==> config.mk <==
export PLATFORM = sky130hd
export DESIGN_NAME = erased_sector_detect
export DESIGN_NICKNAME = d
export VERILOG_FILES = /design/src/rtl/esd_pkg.sv /design/src/rtl/esd_sequencer.sv /design/src/rtl/esd_zero_accum.sv /design/src/rtl/esd_verdict.sv /design/src/rtl/erased_sector_detect.sv
export SDC_FILE = /design/constraint.sdc
export NUM_CORES = 1
export LEC_CHECK = 0
export ABC_AREA = 1
export BUFFER_PORTS_ARGS = -buffer_cell sky130_fd_sc_hd__buf_4
export CAP_MARGIN = 40
export CORE_MARGIN = 2
export CORE_UTILIZATION = 30
export DETAILED_ROUTE_END_ITERATION = 8
export SYNTH_ARGS = -nofsm -noshare
export SYNTH_HDL_FRONTEND = slang
export SYNTH_SLANG_ARGS = --single-unit
==> constraint.sdc <==
create_clock -name clk -period 5.69 [get_ports clk]
set_input_delay 1.138 -clock clk [delete_from_list [all_inputs] [get_ports clk]]
set_output_delay 1.138 -clock clk [all_outputs]
set_load 0.01 [all_outputs]
==> src/rtl/esd_pkg.sv <==
package esd_pkg;

  typedef enum logic [1:0] {
    RG_NONE   = 2'd0,
    RG_DATA   = 2'd1,
    RG_PARITY = 2'd2
  } region_e;

  // Number of bits that read as zero in one byte.
  function automatic int unsigned zero_bits(input logic [7:0] b);
    int unsigned n;
    n = 0;
    for (int k = 0; k < 8; k++) begin
      if (!b[k]) n++;
    end
    return n;
  endfunction

  // Addition that stops at a ceiling; once at the ceiling it stays there.
  function automatic int unsigned sat_add(input int unsigned a,
                                          input int unsigned b,
                                          input int unsigned cap);
    int unsigned s;
    s = a + b;
    return (s > cap) ? cap : s;
  endfunction

endpackage

==> src/rtl/esd_sequencer.sv <==
module esd_sequencer
  import esd_pkg::*;
#(
  parameter int DATA_BYTES   = 512,
  parameter int PARITY_BYTES = 13,
  parameter int ERR_W        = 4,
  parameter int LIMIT        = 8
) (
  input  logic             clk,
  input  logic             rst_n,
  input  logic             start_i,
  input  logic [ERR_W-1:0] dec_err_i,
  input  logic             valid_i,
  input  logic             last_i,
  output region_e          region_o,
  output logic             take_o,
  output logic             last_take_o,
  output logic             armed_o
);
  localparam int TOTAL = DATA_BYTES + PARITY_BYTES;
  localparam int IDX_W = $clog2(TOTAL + 1);
  localparam logic [IDX_W-1:0] IDX_DATA_END = IDX_W'(DATA_BYTES);
  localparam logic [IDX_W-1:0] IDX_END      = IDX_W'(TOTAL);

  logic             busy_q, armed_q;
  logic [IDX_W-1:0] idx_q;

  assign take_o      = busy_q && valid_i && !start_i;
  assign last_take_o = take_o && last_i;
  assign armed_o     = armed_q;

  always_comb begin
    if (!armed_q)                region_o = RG_NONE;
    else if (idx_q < IDX_DATA_END) region_o = RG_DATA;
    else if (idx_q < IDX_END)      region_o = RG_PARITY;
    else                           region_o = RG_NONE;
  end

  always_ff @(posedge clk or negedge rst_n) begin
    if (!rst_n) begin
      busy_q  <= 1'b0;
      armed_q <= 1'b0;
      idx_q   <= '0;
    end else if (start_i) begin
      busy_q  <= 1'b1;
      armed_q <= (32'(dec_err_i) > LIMIT);
      idx_q   <= '0;
    end else if (take_o) begin
      if (idx_q != IDX_END) idx_q <= idx_q + 1'b1;
      if (last_i) busy_q <= 1'b0;
    end
  end

  // the byte index never runs past the end of the parity region
  p_idx_bound_r1: assert property (@(posedge clk) disable iff (!rst_n)
    idx_q <= IDX_END);

endmodule

==> src/rtl/esd_zero_accum.sv <==
module esd_zero_accum
  import esd_pkg::*;
#(
  parameter int LIMIT = 8,
  parameter int CNT_W = 4
) (
  input  logic             clk,
  input  logic             rst_n,
  input  logic             clear_i,
  input  logic             add_en_i,
  input  logic [7:0]       byte_i,
  output logic [CNT_W-1:0] cnt_o,
  output logic [CNT_W-1:0] cnt_next_o
);
  localparam int unsigned CAP = LIMIT + 1;

  logic [CNT_W-1:0] cnt_q;

  assign cnt_o      = cnt_q;
  assign cnt_next_o = add_en_i
                    ? CNT_W'(sat_add(32'(cnt_q), zero_bits(byte_i), CAP))
                    : cnt_q;

  always_ff @(posedge clk or negedge rst_n) begin
    if (!rst_n)       cnt_q <= '0;
    else if (clear_i) cnt_q <= '0;
    else              cnt_q <= cnt_next_o;
  end

  // a region total never passes limit plus one
  p_sat_bound_r3: assert property (@(posedge clk) disable iff (!rst_n)
    32'(cnt_q) <= CAP);

  // between clears a total only grows
  p_monotonic_r2: assert property (@(posedge clk) disable iff (!rst_n)
    !clear_i |=> cnt_q >= $past(cnt_q));

endmodule

==> src/rtl/esd_verdict.sv <==
module esd_verdict #(
  parameter int LIMIT = 8,
  parameter int CNT_W = 4,
  parameter int SUM_W = 5
) (
  input  logic             clk,
  input  logic             rst_n,
  input  logic             clear_i,
  input  logic             load_i,
  input  logic             armed_i,
  input  logic [CNT_W-1:0] dcnt_i,
  input  logic [CNT_W-1:0] pcnt_i,
  output logic             done_o,
  output logic             erased_o,
  output logic             uncorr_o,
  output logic             force_o,
  output logic [SUM_W-1:0] flips_o
);
  localparam logic [SUM_W-1:0] LIM = SUM_W'(LIMIT);

  logic [SUM_W-1:0] sum;
  logic             fits;

  assign sum  = SUM_W'(dcnt_i) + SUM_W'(pcnt_i);
  assign fits = (sum <= LIM);

  always_ff @(posedge clk or negedge rst_n) begin
    if (!rst_n) begin
      done_o   <= 1'b0;
      erased_o <= 1'b0;
      uncorr_o <= 1'b0;
      force_o  <= 1'b0;
      flips_o  <= '0;
    end else if (clear_i) begin
      done_o   <= 1'b0;
      erased_o <= 1'b0;
      uncorr_o <= 1'b0;
      force_o  <= 1'b0;
      flips_o  <= '0;
    end else if (load_i) begin
      done_o   <= 1'b1;
      erased_o <= armed_i && fits;
      uncorr_o <= armed_i && !fits;
      force_o  <= armed_i && fits && (dcnt_i != '0);
      flips_o  <= (armed_i && fits) ? sum : '0;
    end else begin
      done_o   <= 1'b0;
    end
  end

  // the two outcomes exclude each other
  p_exclusive_r5: assert property (@(posedge clk) disable iff (!rst_n)
    !(erased_o && uncorr_o));

  // an all-ones rewrite is only asked for an erased sector
  p_force_erased_r6: assert property (@(posedge clk) disable iff (!rst_n)
    force_o |-> erased_o);

  // an erased count stays within the correction limit
  p_count_cap_r4: assert property (@(posedge clk) disable iff (!rst_n)
    erased_o |-> flips_o <= LIM);

  // done lasts a single cycle
  p_done_pulse_r8: assert property (@(posedge clk) disable iff (!rst_n)
    done_o |=> !done_o);

endmodule

==> src/rtl/erased_sector_detect.sv <==
module erased_sector_detect
  import esd_pkg::*;
#(
  parameter int DATA_BYTES   = 512,
  parameter int PARITY_BYTES = 13,
  parameter int LIMIT        = 8,
  parameter int ERR_W        = 4,
  parameter int CNT_W        = $clog2(LIMIT + 2),
  parameter int SUM_W        = CNT_W + 1
) (
  input  logic             clk,
  input  logic             rst_n,
  input  logic             start_i,
  input  logic [ERR_W-1:0] dec_err_i,
  input  logic             byte_valid_i,
  input  logic [7:0]       byte_i,
  input  logic             byte_last_i,
  output logic             done_o,
  output logic             erased_o,
  output logic             uncorrectable_o,
  output logic             force_ones_o,
  output logic [SUM_W-1:0] flips_o
);
  localparam int NREG = 2;

  region_e          region;
  logic             take, last_take, armed;
  logic [CNT_W-1:0] cnt      [NREG];
  logic [CNT_W-1:0] cnt_next [NREG];

  esd_sequencer #(
    .DATA_BYTES  (DATA_BYTES),
    .PARITY_BYTES(PARITY_BYTES),
    .ERR_W       (ERR_W),
    .LIMIT       (LIMIT)
  ) u_seq (
    .clk        (clk),
    .rst_n      (rst_n),
    .start_i    (start_i),
    .dec_err_i  (dec_err_i),
    .valid_i    (byte_valid_i),
    .last_i     (byte_last_i),
    .region_o   (region),
    .take_o     (take),
    .last_take_o(last_take),
    .armed_o    (armed)
  );

  // One saturating zero-bit total per region: index 0 data, index 1 parity.
  for (genvar g = 0; g < NREG; g++) begin : g_region
    localparam region_e MY_REGION = (g == 0) ? RG_DATA : RG_PARITY;
    logic add_en;
    assign add_en = take && (region == MY_REGION);

    esd_zero_accum #(
      .LIMIT(LIMIT),
      .CNT_W(CNT_W)
    ) u_acc (
      .clk       (clk),
      .rst_n     (rst_n),
      .clear_i   (start_i),
      .add_en_i  (add_en),
      .byte_i    (byte_i),
      .cnt_o     (cnt[g]),
      .cnt_next_o(cnt_next[g])
    );
  end

  esd_verdict #(
    .LIMIT(LIMIT),
    .CNT_W(CNT_W),
    .SUM_W(SUM_W)
  ) u_verdict (
    .clk     (clk),
    .rst_n   (rst_n),
    .clear_i (start_i),
    .load_i  (last_take),
    .armed_i (armed),
    .dcnt_i  (cnt_next[0]),
    .pcnt_i  (cnt_next[1]),
    .done_o  (done_o),
    .erased_o(erased_o),
    .uncorr_o(uncorrectable_o),
    .force_o (force_ones_o),
    .flips_o (flips_o)
  );

  // without a start or a final byte the verdict does not move
  p_hold_r8: assert property (@(posedge clk) disable iff (!rst_n)
    (!start_i && !last_take)
      |=> $stable({erased_o, uncorrectable_o, force_ones_o, flips_o}));

  // a start pulse leaves every output cleared in the next cycle
  p_clear_r9: assert property (@(posedge clk) disable iff (!rst_n)
    start_i |=> (!done_o && !erased_o && !uncorrectable_o
                 && !force_ones_o && flips_o == '0));

endmodule

Word level (Yosys, flattened, before mapping) --
Index checks and enable logic that the tools add are counted.
Word-level totals: register bits 29, latch bits 0, memory bits (writable) 0, bits in read-only memories 0, input port bits 17, word-level logic and storage cells 81, memories 0
Operators by class: add/sub/neg operators 11, $mul 0, div/mod/pow operators 0, $lt $le $gt $ge 6, eq/ne operators 3, shifts and indexed selects 0, multiplexer cells 34, bitwise logic cells 0, reduce and logical (&&, ||, !) cells 17
Operators by type and width (number):
- two-way mux 32 bit | 7
- adder 32 x 1 -> 32 bit (second input constant) | 6
- adder 4 x 32 -> 32 bit | 2
- greater-than comparator 32 x 4 -> 1 bit (second input constant) | 2
- two-way mux 10 bit | 3
- two-way mux 4 bit | 6
- less-than comparator 10 bit (second input constant) | 2
- two-way mux 5 bit | 3
- two-way mux 1 bit | 12
- adder 10 x 1 -> 10 bit (second input constant) | 1
- inequality test 10 bit (second input constant) | 1
- logical AND 1 bit | 8
- nonzero test 2 bit | 4
- two-way mux 2 bit | 3
- adder 4 x 4 -> 5 bit | 1
- less-or-equal comparator 5 x 4 -> 1 bit (second input constant) | 1
- greater-than comparator 4 bit (second input constant) | 1
- AND reduction 2 bit | 2
- nonzero test 4 bit | 1
- adder 1 x 1 -> 2 bit (second input constant) | 1
- equality test 2 x 1 -> 1 bit (second input constant) | 1
- equality test 2 bit (second input constant) | 1
- zero test 1 bit | 2

Logic depth before layout (Yosys ltp) --
depth in word-level cells 25, mapped depth 45, gate-level depth less buffers 45

Modules after synthesis --
Synthesis repeated with hierarchy kept, for this count alone.
Second synthesis, totals: cells, all modules 515, area total of the unflattened synthesis 3374.5 µm²
By module, submodules not included:
- esd_zero_accum | instances 2, cells each 166, area each 999.7 µm²
- esd_sequencer | instances 1, cells each 115, area each 804.5 µm²
- esd_verdict | instances 1, cells each 64, area each 555.5 µm²
- erased_sector_detect | instances 1, cells each 4, area each 15.0 µm²

Worst setup path after synthesis --
OpenSTA, ideal clock, no wires.
kind input -> register, start input byte_i[0], end register u_verdict.uncorr_o, setup time 0.117 ns, data arrival time 7.034 ns, data required time 5.573 ns, setup slack -1.461 ns, stages 41, path buffers 0, cell sequence inv_1 -> ha_1 -> inv_1 -> nand2_1 -> nand2_1 -> inv_1 -> ha_1 -> nand2_1 -> nand2_1 -> ha_1 -> or2_2 -> nand2_1 -> inv_1 -> ha_1 -> nand2_1 -> nand2_1 -> ha_1 -> nand2_1 -> [5 not listed] -> ha_1 -> a21oi_1 -> nor2_1 -> nor2_1 -> xor2_1 -> a21oi_1 -> inv_1 -> nand3_2 -> nor3_1 -> nor2_1 -> ha_1 -> fa_1 -> a21oi_1 -> nor2_1 -> nor2_1 -> nand2_1 -> nand2_1 -> nand2_1
On the way: longest elaborated chain between the ends 25
RTL lines:
- start: declaration | line erased_sector_detect.sv:16 | input logic [7:0] byte_i,
- two-way mux 1 bit (*) | line esd_pkg.sv:14 | if (!b[k]) n++;
- adder 1 x 1 -> 2 bit | line esd_pkg.sv:14
- two-way mux 32 bit (*) | line esd_pkg.sv:14
- adder 32 x 1 -> 32 bit | line esd_pkg.sv:14
- two-way mux 32 bit (*) | line esd_pkg.sv:14
- adder 32 x 1 -> 32 bit | line esd_pkg.sv:14
- two-way mux 32 bit (*) | line esd_pkg.sv:14
- adder 32 x 1 -> 32 bit | line esd_pkg.sv:14
- [9 not listed]
- two-way mux 4 bit | line esd_pkg.sv:25 | return (s > cap) ? cap : s;
- two-way mux 4 bit | line esd_zero_accum.sv:21 | ? CNT_W'(sat_add(32'(cnt_q), zero_bits(byte_i), CAP))
- adder 4 x 4 -> 5 bit (*) | line esd_verdict.sv:24 | assign sum = SUM_W'(dcnt_i) + SUM_W'(pcnt_i);
- less-or-equal comparator 5 x 4 -> 1 bit (*) | line esd_verdict.sv:25 | assign fits = (sum <= LIM);
- zero test 1 bit (*) | line esd_verdict.sv:43 | uncorr_o <= armed_i && !fits;
- logical AND 1 bit (*) | line esd_verdict.sv:43
- two-way mux 1 bit (*) | line esd_verdict.sv:40 | end else if (load_i) begin
- two-way mux 1 bit (*) | line esd_verdict.sv:34 | end else if (clear_i) begin
- end signal: assignment | line esd_verdict.sv:43
- end: declaration | line esd_verdict.sv:15 | output logic uncorr_o,
Mark *: on every way between the ends. The rest lies on a longest branch, timed or not. The select of a mux whose other input is x is not followed. A chain may end at the register's enable or synchronous reset.

Final worst setup path --
start input byte_i[0], end register u_verdict.flips_o[2]
On the way: longest elaborated chain between the ends 25
RTL lines:
- two-way mux 1 bit (*) | line esd_pkg.sv:14
- adder 1 x 1 -> 2 bit | line esd_pkg.sv:14
- two-way mux 32 bit (*) | line esd_pkg.sv:14
- adder 32 x 1 -> 32 bit | line esd_pkg.sv:14
- two-way mux 32 bit (*) | line esd_pkg.sv:14
- adder 32 x 1 -> 32 bit | line esd_pkg.sv:14
- two-way mux 32 bit (*) | line esd_pkg.sv:14
- adder 32 x 1 -> 32 bit | line esd_pkg.sv:14
- [9 not listed]
- two-way mux 4 bit | line esd_pkg.sv:25
- two-way mux 4 bit | line esd_zero_accum.sv:21
- adder 4 x 4 -> 5 bit (*) | line esd_verdict.sv:24
- less-or-equal comparator 5 x 4 -> 1 bit | line esd_verdict.sv:25
- logical AND 1 bit | line esd_verdict.sv:45 | flips_o <= (armed_i && fits) ? sum : '0;
- two-way mux 5 bit (*) | line esd_verdict.sv:45
- two-way mux 5 bit (*) | line esd_verdict.sv:40
- two-way mux 5 bit (*) | line esd_verdict.sv:34
- end signal: assignment | line esd_verdict.sv:45
- end: declaration | line esd_verdict.sv:17 | output logic [SUM_W-1:0] flips_o
Marked as above.

==> summary.txt <==
Outcome
  – Status: complete, but fails checks
  – Failing checks: setup timing

Yosys
  – Seq cells post-synth: 29
  – Mux cell area share after synthesis: 0%
  – Count of different cell masters after synthesis: 30
  – Compound-Gate Fraction of Synth Area: 6.548%
  – Gate Count Post-Synth: 383
  – Avg Synthesized Cell Area: slightly above 7 µm²
  – Post-Synth Simple-Gate Area: 40.93%
  – Synth Area in Adders: 12.73%
  – Post-synth top flop: dfrtp_1
  – Seq/Total Area, Yosys: 26.56%
  – Ys async rst share: 100.0%
  – Ys Warns: 0
  – Post-synth EDFFs: 0
  – XOR/XNOR Fraction of Synth Area: 2.244%
  – Mapped Area: approximately 2700 µm²
  – Syn nets: 426
  – Largest family of logic cells by synthesized area: simple AND/OR/NAND/NOR gates

STA
  – Endpoints failing hold: 0
  – Final period util: 109.9%
  – Final Max Slew Viols: 0
  – Final min period: 6.254 ns
  – Worst Tran Pin Value: roughly 0.77 ns
  – Slew headroom: 48.01%
  – Setup_tns: -3.832 ns
  – Clock Skew: 0.007101 ns
  – Fmax: ~0.16 GHz
  – Setup WS post-layout: -0.5637 ns
  – RSZ-0062 raised after global routing: true
  – Setup violators final: 7

Pwr
  – Comb pwr share: 51.6%
  – Maximum vdd drop: 0.09037 mV
  – Seq pwr share: between 20% and 30%
  – Sw Share: around 36%
  – Clk pwr share: between 20% and 30%
  – P_leak: 2.141 nW
  – Power Density: 199.3 nW/µm²
  – Tot Pwr: 0.8051 mW
  – P_int: approximately 0.51 mW
  – Sw Pwr: 0.2913 mW

Setup path
  – Flop2flop setup slack: 2.58 ns
  – CP max FO: 6
  – R2r worst-path depth: 18
  – Arr. time, crit path: 6.43 ns
  – R2R Path End: u_verdict.flips_o[2]
  – Largest stage delay, worst path: 0.56 ns
  – CP Capture Type: flop
  – Worst setup SP type: primary input
  – WS Path Type: in2reg
  – Req. time, crit path: 5.87 ns
  – Reg-to-reg startpoint: u_seq.busy_q
  – Slowest cell on the critical path: fa_2

CTS
  – Clock Tree Root: clkbuf_8
  – Clock Path Buffers: 2
  – Htree depth: 2
  – Reg clk slew, reported paths: around 0.07 ns
  – Post-CTS Hold Fix Bufs: 0
  – CTS tree: yes
  – Insertion delay to the later sink of the worst-skew pair: around 0.28 ns
  – Total CTS buffers: 5
  – Clock Sink Count: 29

Floorplan
  – Core box area: 8763 µm²
  – Die ar.: 9888 µm²
  – Die Y: approximately 99 µm
  – Initial core utilization: 31.18%
  – Std-Cell Rows: 34
  – Top-Level Pins: 26
  – Die W: 99.44 µm

Drt
  – Via count: 2,718
  – Post-DR wirelength/cell: 10.88 µm
  – DRT Pass-1 Iters: 4
  – 1st-iter DRT viols: 70
  – Final wirelength: 6.558 mm
  – DRC: 0
  – Vias per inst: 4.507
  – ANT nets after route: 0

Finish
  – Area Overhead vs Synth: 47.85%
  – Multi-input gate area: just under 2000 µm²
  – FF+latch area: 725.7 µm²
  – Final non-filler cell area: approximately 4000 µm²
  – Share of cells above drive strength 1: 45.66%
  – Commonest non-fill, non-tap cell in the layout: buf_4
  – Commonest cells after routing, fill and taps aside: buf_4, nand2_1, inv_1
  – # fillers: 861
  – # diodes: 0
  – Final-stage net count: 537

Min path
  – Worst Hold Class: reg2reg
  – Hold Path Origin: u_seq.idx_q[7]
  – Worst hold stages: 1
  – Worst hold endpoint: u_seq.idx_q[8]

Placement
  – Post-DP HPWL: ~4.9 mm
  – GPL Wtd Cong: 0.7812
  – Placed Area: ~3600 µm²
  – IO buf count: 25
  – Place WS: -1.327 ns

GRT
  – Number of global-route vias before repair: 2,725
  – GRT overflow: 0
  – Largest net degree at the start of global routing: 30
  – Tot GR Track Use: 13.93%
  – Initial antenna violation count: 0
  – Global-route wire length before repair: 11.60 mm

Flow run
  – Maxcap violations: 0
[kinds of logic (layout without fill, tap and decap cells)]
logic type,count (synthesis),count (layout)
AO/OA/AOI/OAI,33,33
XOR/XNOR,7,7
adder cells (fa/ha/maj),26,26
buffers and inverters,80,192
flip-flops,29,29
AND/OR/NAND/NOR,208,208
[stage by stage]
step / hold slack, ns / util [%] / instances
final: 0.4782 / 46.10 / 603
after detailed placement: 0.4722 / 40.73 / 572
after global placement: 0.4390 / 40.73 / 572
after CTS: 0.4831 / 44.73 / 600
after global routing: 0.5005 / 46.10 / 603
after floorplan: 0.4320 / - / 383
[critical path, delay by kind of cell]
family	cells	cell delay (ns)
fa+ha+maj	9	2.37
compound gates	4	0.30
simple gates	20	1.97
xor+xnor	1	0.19
buf+inv	7	0.46
[power groups by stage]
stage          Clock (mW)  Sequential (mW)  Combinational, mW
2_1_floorplan           0            0.227              0.197
3_3_place_gp            0            0.228              0.327
3_5_place_dp            0            0.229              0.334
4_1_cts             0.167            0.225              0.390
5_1_grt             0.176            0.227              0.464
6_report            0.164            0.225              0.415
[registers in the layout (all words and copies together), names as in the netlist]
signal and cells:
u_seq.idx_q 10, g_region.u_acc.cnt_o 8, u_verdict.flips_o 5, u_seq.armed_o 1, u_seq.busy_q 1, u_verdict.done_o 1, u_verdict.erased_o 1, u_verdict.force_o 1
u_verdict.uncorr_o 1
[worst max-delay path by stage]
stage	startpoint	endpoint	depth (start not counted)
after floorplan	byte_i[1]	u_verdict.uncorr_o	41
after global placement	byte_i[1]	u_verdict.uncorr_o	42
after detailed placement	byte_i[1]	u_verdict.uncorr_o	42
after CTS	byte_i[0]	u_verdict.flips_o[2]	41
after global routing	byte_i[0]	u_verdict.uncorr_o	42
final	byte_i[0]	u_verdict.flips_o[2]	41
[cell usage after synthesis, types with 2 or more instances]
library cell | n | area share [%]
a21oi_1 | 14 | 2.6
a31oi_1 | 2 | 0.46
dfrtp_1 | 29 | 27
fa_1 | 3 | 2.2
ha_1 | 23 | 11
inv_1 | 67 | 9.2
inv_2 | 11 | 1.5
nand2_1 | 78 | 11
nand2_2 | 14 | 3.2
nand2_4 | 9 | 3.7
nand3_1 | 25 | 4.6
nand3_2 | 13 | 4.8
nand3_4 | 3 | 1.9
nand4_1 | 8 | 1.8
nor2_1 | 37 | 5.1
nor2_4 | 3 | 1.2
nor3_1 | 10 | 1.8
o21ai_0 | 12 | 2.2
o22ai_1 | 2 | 0.46
or2_2 | 5 | 1.1
xnor2_1 | 5 | 1.6
xor2_1 | 2 | 0.64
[metal layers]
| metal | part of all wire [%] | up-vias | track usage [%] |
|---|---|---|---|
| met5 | 0 | - | 0 |
| met4 | 0.38 | 0 | 2.213 |
| met3 | 1.7 | 4 | 1.968 |
| met2 | 53 | 31 | 26.20 |
| met1 | 45 | 1248 | 17.10 |
| li1 | - | 1435 | - |
[cell type report]
| class | count | share of cell area (%) |
|---|---|---|
| tap | 108 | 3.345 |
| inverter | 79 | 7.773 |
| timing repair buffer | 105 | 20.01 |
| sequential | 29 | 17.96 |
| clock inverter | 2 | 0.2478 |
| clock buffer | 6 | 1.796 |
| multi-input combinational | 274 | 48.87 |
[repair_timing]
action,in CTS,in global routing
buffers inserted,20,5
endpoints found under the setup margin,12,9
gates resized for setup,26,23
pin swaps,31,29
No activity file was read; power rests on OpenSTA's default activity.
